`src/rtl/sd_xfer_fifo.sv`:
```
module sd_xfer_fifo #(
  parameter int DEPTH   = 16,
  parameter int WIDTH   = 32,
  parameter int THR_W   = 5,
  parameter int THR_RST = 4
) (
  input  logic             clk,
  input  logic             rst_n,
  input  logic             dir_rd,
  input  logic             host_push,
  input  logic             host_pop,
  input  logic [WIDTH-1:0] host_wdata,
  output logic [WIDTH-1:0] host_rdata,
  input  logic             ser_push,
  input  logic             ser_pop,
  input  logic [WIDTH-1:0] ser_wdata,
  output logic [WIDTH-1:0] ser_rdata,
  input  logic             cfg_we,
  input  logic [31:0]      cfg_wdata,
  output logic [31:0]      cfg_rdata,
  input  logic             sts_we,
  input  logic [31:0]      sts_wdata,
  output logic [31:0]      sts_rdata
);

  // DEPTH must be a power of two so the pointers wrap by themselves.
  localparam int AW       = $clog2(DEPTH);
  localparam int CW       = $clog2(DEPTH + 1);
  localparam int FILL_LSB = 4;
  localparam int WTHR_LSB = FILL_LSB + THR_W;
  localparam int RTHR_LSB = WTHR_LSB + THR_W;
  localparam int ERR_BIT  = 3;
  localparam int FLAG_BIT = 0;
  localparam logic [CW-1:0]    FULL_CNT = CW'(DEPTH);
  localparam logic [THR_W-1:0] THR_ONE  = THR_W'(1);

  logic [WIDTH-1:0] mem [DEPTH];
  logic [AW-1:0]    wptr, rptr;
  logic [CW-1:0]    count;
  logic [WIDTH-1:0] rdata_q;
  logic [THR_W-1:0] wthr, rthr;
  logic             err;

  logic             push, pop, empty, full;
  logic             do_wr, do_rd, bypass, rd_adv, overflow, underflow;
  logic [WIDTH-1:0] wdata;
  logic [THR_W-1:0] fill_f, free_f, wthr_eff, rthr_eff;
  logic             flag;

  assign push  = dir_rd ? ser_push  : host_push;
  assign pop   = dir_rd ? host_pop  : ser_pop;
  assign wdata = dir_rd ? ser_wdata : host_wdata;
  assign empty = (count == '0);
  assign full  = (count == FULL_CNT);

  assign do_wr     = push & (~full | pop);
  assign do_rd     = pop & ~empty;
  assign bypass    = pop & empty & push;
  assign rd_adv    = do_rd | bypass;
  assign overflow  = push & full & ~pop;
  assign underflow = pop & empty & ~push;

  always_ff @(posedge clk) begin
    if (do_wr) mem[wptr] <= wdata;
  end

  always_ff @(posedge clk or negedge rst_n) begin
    if (!rst_n) begin
      wptr    <= '0;
      rptr    <= '0;
      count   <= '0;
      rdata_q <= '0;
    end else begin
      if (do_wr)  wptr <= wptr + AW'(1);
      if (rd_adv) rptr <= rptr + AW'(1);
      count <= count + CW'(do_wr) - CW'(rd_adv);
      if (do_rd)       rdata_q <= mem[rptr];
      else if (bypass) rdata_q <= wdata;
    end
  end

  always_ff @(posedge clk or negedge rst_n) begin
    if (!rst_n) begin
      wthr <= THR_W'(THR_RST);
      rthr <= THR_W'(THR_RST);
      err  <= 1'b0;
    end else begin
      if (cfg_we) begin
        wthr <= cfg_wdata[WTHR_LSB +: THR_W];
        rthr <= cfg_wdata[RTHR_LSB +: THR_W];
      end
      if (overflow | underflow)          err <= 1'b1;
      else if (sts_we && sts_wdata[ERR_BIT]) err <= 1'b0;
    end
  end

  assign fill_f   = THR_W'(count);
  assign free_f   = THR_W'(DEPTH) - fill_f;
  assign wthr_eff = (wthr == '0) ? THR_ONE : wthr;
  assign rthr_eff = (rthr == '0) ? THR_ONE : rthr;
  assign flag     = dir_rd ? (fill_f >= rthr_eff) : (free_f >= wthr_eff);

  always_comb begin
    cfg_rdata = '0;
    cfg_rdata[FILL_LSB +: THR_W] = fill_f;
    cfg_rdata[WTHR_LSB +: THR_W] = wthr;
    cfg_rdata[RTHR_LSB +: THR_W] = rthr;
    sts_rdata = '0;
    sts_rdata[FLAG_BIT] = flag;
    sts_rdata[ERR_BIT]  = err;
  end

  assign host_rdata = rdata_q;
  assign ser_rdata  = rdata_q;

  logic unused_bits;
  assign unused_bits = ^{cfg_wdata, sts_wdata};

  a_r2_fill_bound: assert property (@(posedge clk) disable iff (!rst_n)
    count <= FULL_CNT);

  a_r8_full_push_lost: assert property (@(posedge clk) disable iff (!rst_n)
    (push && !pop && full) |=> (full && err && $stable(wptr)));

  a_r9_empty_pop_holds: assert property (@(posedge clk) disable iff (!rst_n)
    (pop && !push && empty) |=> (empty && err && $stable(host_rdata) && $stable(rptr)));

  a_r10_pushpop_level: assert property (@(posedge clk) disable iff (!rst_n)
    (push && pop) |=> $stable(count));

  a_r11_w1c_clear: assert property (@(posedge clk) disable iff (!rst_n)
    (sts_we && sts_wdata[ERR_BIT] && !overflow && !underflow) |=> !sts_rdata[ERR_BIT]);

  a_r11_w0_keeps: assert property (@(posedge clk) disable iff (!rst_n)
    (err && !(sts_we && sts_wdata[ERR_BIT])) |=> err);

endmodule

```
`config.mk`:
```
export PLATFORM = sky130hd
export DESIGN_NAME = sd_xfer_fifo
export DESIGN_NICKNAME = d
export VERILOG_FILES = /design/src/rtl/sd_xfer_fifo.sv
export SDC_FILE = /design/constraint.sdc
export NUM_CORES = 1
export LEC_CHECK = 0
export BUFFER_PORTS_ARGS = -buffer_cell sky130_fd_sc_hd__buf_2
export CAP_MARGIN = 40
export CORE_ASPECT_RATIO = 1.2
export CORE_MARGIN = 2
export CORE_UTILIZATION = 63
export DETAILED_ROUTE_END_ITERATION = 16
export PLACE_DENSITY = 0.85
export SETUP_SLACK_MARGIN = 0.2
export SLEW_MARGIN = 10
export SYNTH_ARGS = -nofsm -noshare
export SYNTH_HDL_FRONTEND = slang
export SYNTH_SLANG_ARGS = --single-unit
```
`constraint.sdc`:
```
create_clock -name clk -period 13.35 [get_ports clk]
set_input_delay 1.335 -clock clk [delete_from_list [all_inputs] [get_ports clk]]
set_output_delay 1.335 -clock clk [all_outputs]
set_load 0.05 [all_outputs]
```
# == Yosys cells after proc, flatten, opt, wreduce, memory -nomap -nowiden ==
# Memories as Yosys holds them, arrays and structs flattened.
# Index checks and enable logic that the tools add are counted.
# Widths: inputs -> output; s select.
# classes
n_mux,12
eq_ne,1
n_reduce_logical,6
n_addsub,5
n_bitwise,14
order_cmp,2
# ops
operator,n
$mux 32,3
$logic_not 5->1,3
$ge 5x5->1,2
$mux 5,2
$add 4x1->4 const B,2
$and 1x1->1,7
$mux 1,7
$add 5x1->5,1
$eq 5x5->1 const B,1
$sub 5x1->5,1
$sub 5x5->5 const A,1
$not 1->1,4
$reduce_bool 2->1,2
$or 1x1->1,3
$logic_and 1x1->1,1
# totals
ramBits,512
output_inout_bits,128
n_memories,1
reg_bits,56
# mem_list
memory,depth,width,read_ports,rd_clocked_by_memory_dff,write_ports,line_no,text
mem,16,32,1,0,1,37,logic [WIDTH-1:0] mem [DEPTH];

# == Longest topological paths before layout ==
# logic_depth
word_depth,6
ltp_mapped,18
depth_no_buf,18

# == Worst setup path after synthesis ==
# No wires, ideal clock.
# synth_path
kind,input port to flip-flop
startpoint,input dir_rd
endpoint,memory mem[3][0] (enable)
required_ns,12.889
setup_slack_ns,8.373
stages,6
n_path_buf,2
arrival_ns,4.516
cell_sequence,buf_2 -> buf_2 -> o211ai_1 -> o21ai_1 -> nand2_1 -> nor3_1
# synth_between
elab_chain_len,5
# synth_lines
item,line_no,text
"start, declared",9,"input logic dir_rd,"
$mux 1,51,assign pop = dir_rd ? host_pop : ser_pop;
$or 1x1->1,56,assign do_wr = push & (~full | pop);
$and 1x1->1 *,56,
$mux 1 *,64,if (do_wr) mem[wptr] <= wdata;
$mux 1 (not written as such) *,64,
"end, declared",37,
# Every way passes the cells marked *; elsewhere a longest branch is shown, timed or not.

# == Worst setup path in the final report ==
# layout_path
startpoint,register wthr[1]
endpoint,output sts_rdata[0]
# layout_between
elab_chain_len,4
# layout_lines
item,line_no,text
"start, declared",41,"logic [THR_W-1:0] wthr, rthr;"
"start signal, assigned",84,wthr <= THR_W'(THR_RST);
"start signal, assigned",89,wthr <= cfg_wdata[WTHR_LSB +: THR_W];
$logic_not 5->1,99,assign wthr_eff = (wthr == '0) ? THR_ONE : wthr;
$mux 5 *,99,
$ge 5x5->1 *,101,assign flag = dir_rd ? (fill_f >= rthr_eff) : (free_f >= wthr_eff);
$mux 1 *,101,
"end, declared",23,output logic [31:0] sts_rdata
# Marked as above.

==> run metrics <==
status=finished, final reports clean; clock transition at the registers of the reported paths=60 ps; most numerous cell in the Yosys netlist=edfxtp_1; quantity of I/O buffers inserted on ports=164; Die Span X=180 um; global-route wire length before repair=79700 um; leading area contributor after synthesis=edfxtp_1; Hold Vio Cnt, Final=0; Synth top cells by count=edfxtp_1, mux4_2, nor2_1; via-per-instance ratio=6.47; clk root buf=clkbuf_16; layout cell share with drive strength beyond 1=30.8%; crit path kind=reg -> out; Crit. End Element=output port; Clock Latency Late Sink=580 ps; Unique masters post-synth=42; final instance area=26200 um2; filler cell count=2133; Top Layer Used=met4; IO Count=265; CTS tree=done; fin crit share=32.7%; P per Cell Area=221 nW/um2; Setup TNS Final=0 ps; Post-synth top flop=edfxtp_1; drt drc=0; post_cts resized=0; vias=12700; Post-CTS Setup Inserts=0; critical path arrival=3040 ps; ys async rst share=9.86%; Hold Path Class=reg -> reg; max_cap viols=0; mapped cell area=23400 um2; initial core utilization=63.7%; die height=215 um; final-report setup violation count=0; drt first pass iters=5; TritonCTS sink count=568; met3 WL post-DR=5050 um; Warnings, synthesis=0; share of the synthesized area in the top cell type=65.6%; area grow syn2layout=11.9%; WP data required=12020 ps; Worst Path Max Fanout=3; aggregate global-route resource usage=27.7%; Core Region=36800 um2; final slew viol count=0; Bufs on Longest Clock Path=3; gr ovfl total=0; EDFF count, synth=512; Initial DRC Count=1523; dpl hpwl=29600 um; startpoint types=register; Layout Utilization=71.3%; synthesis-stage register bit count=568; H-Tree Depth=2; initial antenna violation count=0; Syn Inst Count=1296; die area=38800 um2; Post-Route M1 WL=19100 um; WL final=53100 um; ranking of synthesized cells by area=edfxtp_1, mux4_2, dfrtp_1; n_diodes=0; sequential share of the synthesized area=71.6%; Slew headroom=40.5%; num rows=77; Tmin final=4370 ps; total leakage power=9.21 nW; dpl cell area=24600 um2; Worst-Margin Slew=892 ps; GPL Wtd Cong=0.769; Final Worst Setup Slack=8980 ps; vias in the first global route=12900; Num CTS Buffers=51; Setup Skew=15.1 ps; RSZ-0062 raised after global routing=no; largest net degree at the start of global routing=70; post-route ant nets=0; DR WL/cell=27.1 um; pre-CTS setup slack=8570 ps; syn avg cell area=18.1 um2; VDD IR-drop max=0.000228 V; NumNets Final=1605; Achievable Freq=229 MHz; met2 routed wirelength=26800 um; cts hold-fix bufs=0
critical path, cell delays in order, from the launching register on:
cell and delay (ps):
dfrtp_1 410, o41ai_1 460, ha_1 300, nand2b_1 140
a21o_1 180, a21o_1 170, a2111oi_0 390, a2111oi_0 130
buf_2 280
flip-flops by register name, summed over array words and instances, names as in the netlist:
name	cells
rthr	5
rptr	4
host_rdata	32
wptr	4
mem	512
err	1
wthr	5
count	5
where the power goes:
part	switching (mW)	internal, mW
Sequential	0.200	2.18
Clock	0.622	0.826
Combinational	1.24	0.721
Total	2.06	3.72
layout by cell type, fill, tap and decap left out, drive strengths merged, types with 2 or more instances in the layout:
master,synthesis,final
nor2,92,92
bufinv,0,4
a311oi,5,5
nor2b,3,3
a221oi,44,44
mux2,55,55
inv,32,34
ha,25,25
o211ai,2,2
nand2,21,21
a21o,4,4
xnor2,9,9
nand2b,21,21
buf,119,200
and2,2,2
dfrtp,54,54
conb,1,47
mux2i,60,60
nor3,5,5
a2111oi,2,2
and3,5,5
mux4,101,101
o41ai,2,2
dfstp,2,2
edfxtp,512,512
clkbuf,34,76
a21oi,22,22
xor2,3,3
a211oi,27,27
a22oi,10,10
o21ai,15,15
clkinv,0,13
per-stage QoR:
stage	hold WS [ps]	power, mW	std cells
4_1_cts	510	5.81	1959
5_1_grt	539	5.99	1959
3_5_place_dp	490	4.34	1863
6_report	504	5.79	1959
3_3_place_gp	471	4.26	1858
2_1_floorplan	455	3.90	1342
metal layers:
metal,track usage [%],vias up
met5,0,-
met4,12.2,0
met3,4.58,150
met2,46.5,831
met1,36.3,6417
li1,-,5277
cells by family after synthesis:
kind of cell	count (synthesis)	share of synthesized area [%]
adders and majority gates	26	1.42
xor gates and xnor gates	12	0.448
other	1	0.0160
and+or+nand+nor	152	2.82
buffers and inverters	185	4.51
muxes	216	14.9
AOI/OAI and AO/OA	136	4.32
DFF	568	71.6
final cells by class:
| type | instances | area [um2] | share of cell area, % |
|---|---|---|---|
| multi-input combinational | 589 | 5920 | 22.6 |
| sequential | 568 | 16800 | 64.0 |
| clock inverter | 20 | 225 | 0.859 |
| tap | 474 | 593 | 2.26 |
| inverter | 32 | 120 | 0.458 |
| clock buffer | 76 | 1430 | 5.46 |
| timing repair buffer | 200 | 1140 | 4.36 |
worst paths after layout:
kind | slack, ps | depth (start not counted) | from | endpoint
max in group asynchronous | 11970 | 3 | rst_n | rthr[2]
min | 500 | 2 | err | err
min reg2reg | 500 | 2 | err | err
min in group asynchronous | 780 | 2 | rst_n | wthr[0]
max | 8980 | 8 | wthr[1] | sts_rdata[0]
max reg2reg | 9230 | 10 | count[1] | mem[2][10]
Note: power is estimated with default switching activity, not from simulation.
